[config.mk]
export PLATFORM = sky130hd
export DESIGN_NAME = hbridge_chopper
export DESIGN_NICKNAME = d
export VERILOG_FILES = /design/src/rtl/chop_pkg.sv /design/src/rtl/chop_sync.sv /design/src/rtl/chop_timer.sv /design/src/rtl/chop_gate_decode.sv /design/src/rtl/hbridge_chopper.sv
export SDC_FILE = /design/constraint.sdc
export NUM_CORES = 1
export LEC_CHECK = 0
export CORE_UTILIZATION = 40
export CTS_CLUSTER_DIAMETER = 120
export DETAILED_ROUTE_END_ITERATION = 8
export PLACE_DENSITY = 0.69
export SYNTH_ARGS = -nofsm -noshare
export SYNTH_HDL_FRONTEND = slang
export SYNTH_SLANG_ARGS = --single-unit
[constraint.sdc]
create_clock -name clk -period 2.5 [get_ports clk]
set_clock_uncertainty 0.05 [all_clocks]
set_input_delay 0.375 -clock clk [delete_from_list [all_inputs] [get_ports clk]]
set_output_delay 0.375 -clock clk [all_outputs]
set_load 0.02 [all_outputs]
[src/rtl/chop_pkg.sv]
package chop_pkg;

  typedef enum logic [2:0] {
    ST_IDLE     = 3'd0,
    ST_DEAD     = 3'd1,
    ST_ON       = 3'd2,
    ST_OFF_FAST = 3'd3,
    ST_OFF_SLOW = 3'd4
  } chop_state_e;

  localparam logic [1:0] DECAY_SLOW = 2'b00;
  localparam logic [1:0] DECAY_FAST = 2'b01;

  typedef struct packed {
    logic hs_a;
    logic ls_a;
    logic hs_b;
    logic ls_b;
  } gate_set_t;

  // Split decay is selected by either code with the upper bit set.
  function automatic logic decay_is_split(input logic [1:0] sel);
    return (sel == 2'b10) || (sel == 2'b11);
  endfunction

  // Conducting diagonal for a given current direction.
  function automatic gate_set_t diag_for(input logic fwd);
    gate_set_t g;
    g = '0;
    if (fwd) begin
      g.hs_a = 1'b1;
      g.ls_b = 1'b1;
    end else begin
      g.hs_b = 1'b1;
      g.ls_a = 1'b1;
    end
    return g;
  endfunction

  function automatic gate_set_t gates_for(input chop_state_e st, input logic dir);
    gate_set_t g;
    g = '0;
    case (st)
      ST_ON:       g = diag_for(dir);
      ST_OFF_FAST: g = diag_for(!dir);
      ST_OFF_SLOW: begin
        g.ls_a = 1'b1;
        g.ls_b = 1'b1;
      end
      default:     g = '0;
    endcase
    return g;
  endfunction

  // First phase of an off interval, chosen from the decay code at its start.
  function automatic chop_state_e off_entry_state(input logic [1:0] sel,
                                                  input logic fast_nonzero);
    if (sel == DECAY_FAST) return ST_OFF_FAST;
    if (decay_is_split(sel) && fast_nonzero) return ST_OFF_FAST;
    return ST_OFF_SLOW;
  endfunction

endpackage

[src/rtl/chop_sync.sv]
module chop_sync #(
  parameter int STAGES = 2
) (
  input  logic clk,
  input  logic rst_n,
  input  logic d,
  output logic q
);
  localparam int N = (STAGES < 2) ? 2 : STAGES;

  logic [N-1:0] sh;

  always_ff @(posedge clk or negedge rst_n) begin
    if (!rst_n) sh <= '0;
    else        sh <= {sh[N-2:0], d};
  end

  assign q = sh[N-1];
endmodule

[src/rtl/chop_timer.sv]
module chop_timer #(
  parameter int W = 8
) (
  input  logic         clk,
  input  logic         rst_n,
  input  logic         load,
  input  logic [W-1:0] load_val,
  output logic         zero
);
  logic [W-1:0] cnt;

  always_ff @(posedge clk or negedge rst_n) begin
    if (!rst_n)          cnt <= '0;
    else if (load)       cnt <= load_val;
    else if (cnt != '0)  cnt <= cnt - 1'b1;
  end

  assign zero = (cnt == '0);
endmodule

[src/rtl/chop_gate_decode.sv]
module chop_gate_decode
  import chop_pkg::*;
(
  input  chop_state_e state,
  input  logic        dir,
  output gate_set_t   gates
);
  assign gates = gates_for(state, dir);
endmodule

[src/rtl/hbridge_chopper.sv]
module hbridge_chopper
  import chop_pkg::*;
#(
  parameter int COUNT_W     = 8,
  parameter int SYNC_STAGES = 2
) (
  input  logic               clk,
  input  logic               rst_n,
  input  logic               trip_i,
  input  logic               dir_i,
  input  logic [2:0]         level_i,
  input  logic [1:0]         decay_sel_i,
  input  logic               fault_i,
  input  logic [COUNT_W-1:0] toff_cyc_i,
  input  logic [COUNT_W-1:0] tfast_cyc_i,
  input  logic [COUNT_W-1:0] tblank_cyc_i,
  input  logic [COUNT_W-1:0] tdead_cyc_i,
  output logic               hs_a_o,
  output logic               ls_a_o,
  output logic               hs_b_o,
  output logic               ls_b_o
);
  localparam int NUM_T   = 3;
  localparam int T_MAIN  = 0;  // dead time and whole off interval
  localparam int T_FAST  = 1;  // regenerative part of a split off interval
  localparam int T_BLANK = 2;  // comparator mask after switching

  // An interval of n cycles preloads n-1; zero behaves as one cycle.
  function automatic logic [COUNT_W-1:0] span_load(input logic [COUNT_W-1:0] n);
    return (n == '0) ? '0 : n - 1'b1;
  endfunction

  chop_state_e state_q, state_d;
  logic        dir_q, dir_d;
  logic        mixed_q, mixed_d;

  logic [NUM_T-1:0]   t_ld;
  logic [NUM_T-1:0]   t_zero;
  logic [COUNT_W-1:0] t_val [NUM_T];

  // Named internal events
  logic      trip_s;
  logic      level_off;
  logic      quiet;
  logic      dir_flip;
  logic      blank_zero, main_zero, fast_zero;
  logic      st_on, st_fast, st_slow, st_dead;
  logic      trip_take;
  logic      off_entry;
  logic      on_entry;
  gate_set_t gates;

  chop_sync #(.STAGES(SYNC_STAGES)) u_trip_sync (
    .clk   (clk),
    .rst_n (rst_n),
    .d     (trip_i),
    .q     (trip_s)
  );

  for (genvar i = 0; i < NUM_T; i++) begin : g_timer
    chop_timer #(.W(COUNT_W)) u_tmr (
      .clk      (clk),
      .rst_n    (rst_n),
      .load     (t_ld[i]),
      .load_val (t_val[i]),
      .zero     (t_zero[i])
    );
  end

  assign main_zero  = t_zero[T_MAIN];
  assign fast_zero  = t_zero[T_FAST];
  assign blank_zero = t_zero[T_BLANK];

  assign level_off = (level_i == '0);
  assign quiet     = fault_i || level_off;
  assign dir_flip  = (dir_i != dir_q);
  assign st_on     = (state_q == ST_ON);
  assign st_fast   = (state_q == ST_OFF_FAST);
  assign st_slow   = (state_q == ST_OFF_SLOW);
  assign st_dead   = (state_q == ST_DEAD);
  assign trip_take = st_on && blank_zero && trip_s;
  assign on_entry  = t_ld[T_BLANK];
  assign off_entry = t_ld[T_FAST];

  always_comb begin
    state_d = state_q;
    dir_d   = dir_q;
    mixed_d = mixed_q;
    t_ld    = '0;
    for (int i = 0; i < NUM_T; i++) t_val[i] = '0;

    if (quiet) begin
      state_d = ST_IDLE;
    end else if (state_q == ST_IDLE) begin
      state_d        = ST_ON;
      dir_d          = dir_i;
      t_ld[T_BLANK]  = 1'b1;
      t_val[T_BLANK] = tblank_cyc_i;
    end else if (dir_flip) begin
      state_d       = ST_DEAD;
      dir_d         = dir_i;
      t_ld[T_MAIN]  = 1'b1;
      t_val[T_MAIN] = span_load(tdead_cyc_i);
    end else begin
      case (state_q)
        ST_DEAD: begin
          if (main_zero) begin
            state_d        = ST_ON;
            t_ld[T_BLANK]  = 1'b1;
            t_val[T_BLANK] = tblank_cyc_i;
          end
        end
        ST_ON: begin
          if (trip_take) begin
            state_d       = off_entry_state(decay_sel_i, tfast_cyc_i != '0);
            mixed_d       = decay_is_split(decay_sel_i);
            t_ld[T_MAIN]  = 1'b1;
            t_val[T_MAIN] = span_load(toff_cyc_i);
            t_ld[T_FAST]  = 1'b1;
            t_val[T_FAST] = span_load(tfast_cyc_i);
          end
        end
        ST_OFF_FAST: begin
          if (main_zero) begin
            state_d        = ST_ON;
            t_ld[T_BLANK]  = 1'b1;
            t_val[T_BLANK] = tblank_cyc_i;
          end else if (mixed_q && fast_zero) begin
            state_d = ST_OFF_SLOW;
          end
        end
        ST_OFF_SLOW: begin
          if (main_zero) begin
            state_d        = ST_ON;
            t_ld[T_BLANK]  = 1'b1;
            t_val[T_BLANK] = tblank_cyc_i;
          end
        end
        default: state_d = ST_IDLE;
      endcase
    end
  end

  always_ff @(posedge clk or negedge rst_n) begin
    if (!rst_n) begin
      state_q <= ST_IDLE;
      dir_q   <= 1'b0;
      mixed_q <= 1'b0;
    end else begin
      state_q <= state_d;
      dir_q   <= dir_d;
      mixed_q <= mixed_d;
    end
  end

  chop_gate_decode u_decode (
    .state (state_q),
    .dir   (dir_q),
    .gates (gates)
  );

  assign hs_a_o = gates.hs_a;
  assign ls_a_o = gates.ls_a;
  assign hs_b_o = gates.hs_b;
  assign ls_b_o = gates.ls_b;

endmodule

==> run metrics, run 1 <==
period utilisation layout=94.4%; antenna violations before repair=0; Post-route DRC=0; R2R setup slack=0.37 ns; Reg2Reg Depth=7; most frequent cells in the layout=clkdlybuf4s50_1, dfrtp_1, nand2_1; total power=2.25 mW; first-pass GRT wire length=9630 µm; fill count=552; final hold violation count=0; clock sinks=31; Finished Cell Area=0.00315 mm²; vias in the first global route=2165; outcome=finished, final reports clean; dominant cell type by area after synthesis=dfrtp_1; power density cells=714 mW/mm²; Root Driver=clkbuf_8; Routed Antenna Nets=0; Required @ worst endpoint=2.08 ns; Worst setup SP type=flip-flop; sequential area share after synthesis=32.0%; Yosys cell types=56; Layout Cells excl Fill=415; RSZ-0062 raised after global routing=false; Pre-antenna DRT Iters=4; Avg Vias per Cell=5.33; FP Rows=28; Post-Syn Nets=330; maximum vdd drop=0.318 mV; worst skew pair latency=0.29 ns; Setup Viol. Count Final=0; final hold slack=0.299 ns; core area=0.00589 mm²; via count=2212; WP data arrival=1.94 ns; end of the worst hold path=u_trip_sync.sh[1]; Worst Setup Path Type=reg2out; area share of the largest cell type after synthesis=32.0%; H-tree depth=2; clk buf depth=2; Post-synth top flop=dfrtp_1; Area Overhead vs Synth=29.6%; fraction of layout cells with a size suffix above 1=11.5%; CTS Hold Bufs=0; IO Port Bufs=45; hold_sp=u_trip_sync.sh[0]; gr ovfl total=0; Post-synth EDFFs=0; worst hold stages=0; Worst R2R Start=g_timer[0].u_tmr.cnt[0]; most common cell after layout, fill and taps aside=clkdlybuf4s50_1; relative slew slack=60.6%; Crit. End Element=primary output; register bit count reported by yosys=31; Die ar.=0.00638 mm²; worst-path fanout max=8; Ys Warns=0; die height=79.9 µm; Max Cap Violations=0; WL final=5610 µm; detailed placement HPWL=4420 µm; Post-DP Area=0.00306 mm²; Mapped Area=0.00243 mm²; CTS tree=yes; TritonCTS Buffers=5; ys async rst share=100%; Reg clk slew, reported paths=0.06 ns; gr usage total=19.3%; Cells after Synth=277; Final GP Congestion=0.883; Pleak=1.28 nW; Avg Cell Area, Syn=8.76 µm²; hold crit path type=reg2reg; largest net degree at the start of global routing=32; Final nets=392; DR iter-0 viols=230; I/O Pins=46; Tmin final=2.36 ns; DIE WIDTH=79.9 µm; Pins Over Slew Limit=0; placed instance count=407; Antenna diodes=0; largest cells by area after synthesis=dfrtp_1, xnor2_1, ha_1; slew at the pin closest to its max-slew limit=0.586 ns; Avg WL per Cell=13.5 µm; reg2reg end=g_timer[2].u_tmr.cnt[1]; Initial Utilization=41.2%; fmax=424 MHz
[cell type report]
class / count / area (µm²) / share of cell area (%)
multi-input cells: 222 / 1560 / 49.4
clock inverters: 1 / 5.00 / 0.159
well taps: 75 / 93.8 / 2.98
clock buffers: 7 / 76.3 / 2.43
repair buffers: 61 / 573 / 18.2
inverters: 18 / 67.6 / 2.15
flip-flops and latches: 31 / 776 / 24.7
[repair_timing]
action	CTS	global route
endpoints found under the setup margin	0	1
resized for setup	0	1
setup buffers	0	0
[cell usage after synthesis (all sizes together) (5+ instances only)]
library cell  instances
xor2                 10
nor3b                 7
mux2i                 5
nor4                  7
o21ai                 9
a21oi                19
dfrtp                31
nor3                 17
nand3                 6
ha                   11
nand2                26
or3                   5
inv                  18
nor2                 17
o31ai                10
xnor2                21
[per-stage QoR]
stage | setup WS, ns | util [%] | TNS, ns
finish | 0.139 | 53.5 | 0
global route | 0.0102 | 53.5 | 0
CTS | 0.123 | 53.4 | 0
detailed placement | -0.0322 | 52.0 | -0.0322
global placement | 0.0595 | 52.0 | 0
floorplan | 0.500 | - | 0
[where the power goes]
group,internal [mW],switching (mW)
clock network,0.195,0.188
logic,0.501,0.460
registers,0.697,0.206
[flip-flops by register name, summed over array words and instances (netlist names)]
register           cells
dir_q                  1
g_timer.u_tmr.cnt     24
state_q                3
mixed_q                1
u_trip_sync.sh         2
[cells by family after synthesis]
group	after synthesis	synth area share, %
flip-flops	31	32.0
XOR/XNOR	31	11.5
adder cells (fa/ha/maj)	11	5.67
AND/OR/NAND/NOR	106	24.5
AO/OA/AOI/OAI	65	18.5
buffers and inverters	24	3.97
multiplexers	9	3.92
[layer usage]
| layer | up-vias | share of wire, % | wire (µm) | GRT usage (%) |
|---|---|---|---|---|
| met5 | - | 0 | 0 | 0 |
| met4 | 0 | 0.64 | 36 | 4.11 |
| met3 | 5 | 3.7 | 206 | 4.11 |
| met2 | 43 | 49 | 2760 | 33.6 |
| met1 | 1033 | 46 | 2610 | 24.4 |
| li1 | 1131 | - | - | - |
[worst max-delay path by stage]
stage | slack [ns] | cells after the start | startpoint | end
5_1_grt | 0.01 | 3 | state_q[2] | ls_b_o
2_1_floorplan | 0.50 | 6 | g_timer[0].u_tmr.cnt[0] | g_timer[2].u_tmr.cnt[1]
4_1_cts | 0.12 | 3 | state_q[2] | ls_a_o
3_5_place_dp | -0.03 | 6 | toff_cyc_i[5] | g_timer[0].u_tmr.cnt[6]
6_report | 0.14 | 3 | state_q[2] | ls_b_o
3_3_place_gp | 0.06 | 6 | toff_cyc_i[5] | g_timer[0].u_tmr.cnt[6]
[critical path, stage by stage (launching register included)]
cell             delay, ns
dfrtp_1               0.45
or3b_2                0.49
o21ai_0               0.09
clkdlybuf4s50_1       0.62
Power figures use the tool's default switching activity.
==> inputs of run 2 (changes only) <==
--- a/config.mk
+++ b/config.mk
@@ -5,10 +5,10 @@
 export SDC_FILE = /design/constraint.sdc
 export NUM_CORES = 1
 export LEC_CHECK = 0
-export CORE_UTILIZATION = 40
+export CORE_UTILIZATION = 35
 export CTS_CLUSTER_DIAMETER = 120
 export DETAILED_ROUTE_END_ITERATION = 8
-export PLACE_DENSITY = 0.69
+export PLACE_DENSITY = 0.62
 export SYNTH_ARGS = -nofsm -noshare
 export SYNTH_HDL_FRONTEND = slang
 export SYNTH_SLANG_ARGS = --single-unit
==> run metrics, run 2 (synthesized netlist as in run 1, its figures left out) <==
outcome=finished, final reports clean (unchanged); most frequent cells in the layout=clkdlybuf4s50_1, dfrtp_1, nand2_1 (unchanged); power density cells=743 mW/mm² (was 714 mW/mm²); H-tree depth=2 (unchanged); relative slew slack=67.9% (was 60.6%); detailed placement HPWL=4690 µm (was 4420 µm); via count=2212 (unchanged); fmax=453 MHz (was 424 MHz); CTS tree=yes (unchanged); Pre-antenna DRT Iters=4 (unchanged); DIE WIDTH=85.3 µm (was 79.9 µm); Reg clk slew, reported paths=0.07 ns (was 0.06 ns); hold_sp=u_trip_sync.sh[0] (unchanged); Final GP Congestion=0.792 (was 0.883); Reg area=776 µm² (unchanged); Worst R2R Start=state_q[0] (was g_timer[0].u_tmr.cnt[0]); R2R setup slack=0.29 ns (was 0.37 ns); Required @ worst endpoint=2.59 ns (was 2.08 ns); first-pass GRT wire length=10200 µm (was 9630 µm); hold crit path type=reg2reg (unchanged); Avg Vias per Cell=5.27 (was 5.33); Area Overhead vs Synth=32.3% (was 29.6%); largest net degree at the start of global routing=32 (unchanged); most common cell after layout, fill and taps aside=clkdlybuf4s50_1 (unchanged); worst skew pair latency=0.28 ns (was 0.29 ns); Top Registers=g_timer.u_tmr.cnt: 24 flops, state_q: 3 flops, u_trip_sync.sh: 2 flops (unchanged); period utilisation layout=88.3% (was 94.4%); TritonCTS Buffers=5 (unchanged); met1 Track Usage GR=23.7% (was 24.4%); core area=0.00653 mm² (was 0.00589 mm²); fraction of layout cells with a size suffix above 1=12.8% (was 11.5%); Avg WL per Cell=13.9 µm (was 13.5 µm); fill count=609 (was 552); Setup Viol. Count Final=0 (unchanged); final hold slack=0.301 ns (was 0.299 ns); setup TNS=0 ns (unchanged); multi-input logic area=0.00156 mm² (unchanged); met3 Use GR=2.92% (was 4.11%); antenna violations before repair=0 (unchanged); Worst setup SP type=flip-flop (unchanged); clk buf depth=2 (unchanged); slew at the pin closest to its max-slew limit=0.477 ns (was 0.586 ns); Routed Antenna Nets=0 (unchanged); clock sinks=31 (unchanged); CTS Hold Bufs=0 (unchanged); FP Rows=29 (was 28); Largest register FFs=24 (unchanged); die height=85.3 µm (was 79.9 µm); Max Cap Violations=0 (unchanged); WP data arrival=2.30 ns (was 1.94 ns); Tmin final=2.21 ns (was 2.36 ns); Resized cells post-CTS=0 (unchanged); Final nets=395 (was 392); Root Driver=clkbuf_8 (unchanged); DR iter-0 viols=96 (was 230); Setup crit start=state_q[0] (was state_q[2]); Pins Over Slew Limit=0 (unchanged); gr ovfl total=0 (unchanged); Pleak=1.33 nW (was 1.28 nW); Biggest register=g_timer.u_tmr.cnt (unchanged); I/O Pins=46 (unchanged); Crit. End Element=flip-flop (was primary output); IO Port Bufs=45 (unchanged); Worst Setup Path Type=reg2reg (was reg2out); gr usage total=17.4% (was 19.3%); vias in the first global route=2243 (was 2165); worst-path fanout max=17 (was 8); Antenna diodes=0 (unchanged); GR peak layer=met2 (unchanged); maximum vdd drop=0.470 mV (was 0.318 mV); WL final=5850 µm (was 5610 µm); met2 global-route usage=29.2% (was 33.6%); final hold violation count=0 (unchanged); Die ar.=0.00727 mm² (was 0.00638 mm²); setup bufs post-CTS=0 (unchanged); RSZ-0062 raised after global routing=false (unchanged); Initial Utilization=37.2% (was 41.2%); Post-route DRC=0 (unchanged)
## run 2: cell types whose count changed in the layout (fill, tap and decap cells not counted)
cell | before | now
bufinv_16 | 0 | 1
dlymetal6s2s_1 | 1 | 2
clkdlybuf4s50_1 | 44 | 43
buf_4 | 16 | 19
clkbuf_8 | 5 | 6
clkbuf_1 | 2 | 0
## run 2: metal layers
| metal | wire length (µm) | vias up |
|---|---|---|
| met2 | 2820 | 39 |
| met5 | 0 | - |
| li1 | - | 1135 |
| met3 | 215 | 7 |
| met1 | 2780 | 1031 |
| met4 | 45 | 0 |
## run 2: worst max-delay path: stages, from the launching register on
cell and delay (ns):
dfrtp_1 0.34, buf_4 0.18, or3_1 0.21, nor3b_1 0.38, nand4_2 0.46, a211oi_1 0.37, a21oi_1 0.07
## run 2: final timing paths
check                                          end  cells past startpoint
setup / recovery           g_timer[1].u_tmr.cnt[7]                      6
hold / removal                   u_trip_sync.sh[1]                      0
setup reg to reg           g_timer[1].u_tmr.cnt[7]                      6
hold reg to reg                  u_trip_sync.sh[1]                      0
max in group asynchronous  g_timer[0].u_tmr.cnt[0]                      2
min in group asynchronous  g_timer[2].u_tmr.cnt[5]                      2
## run 2: area by class of cell
type                       count  area share [%]
timing repair buffer          64            18.6
clock buffer                   6            2.57
sequential                    31            24.2
multi-input combinational    222            48.4
clock inverter                 2            1.09
inverter                      18            2.10
tap                           77            3.00
## run 2: where the power goes
part           switching [mW]  internal (mW)
Sequential              0.203          0.696
Combinational           0.467          0.508
Clock                   0.189          0.322
## run 2: stage by stage
stage	utilization [%]	cells	power, mW	setup WS, ns	cell area, µm²
finish	49.2	420	2.39	0.293	3210
global route	49.2	420	2.59	0.0742	3210
CTS	49.1	420	2.41	0.0874	3210
detailed placement	47.3	412	1.88	0.0120	3090
global placement	47.3	412	1.86	0.0412	3090
floorplan	-	277	1.55	0.500	2430
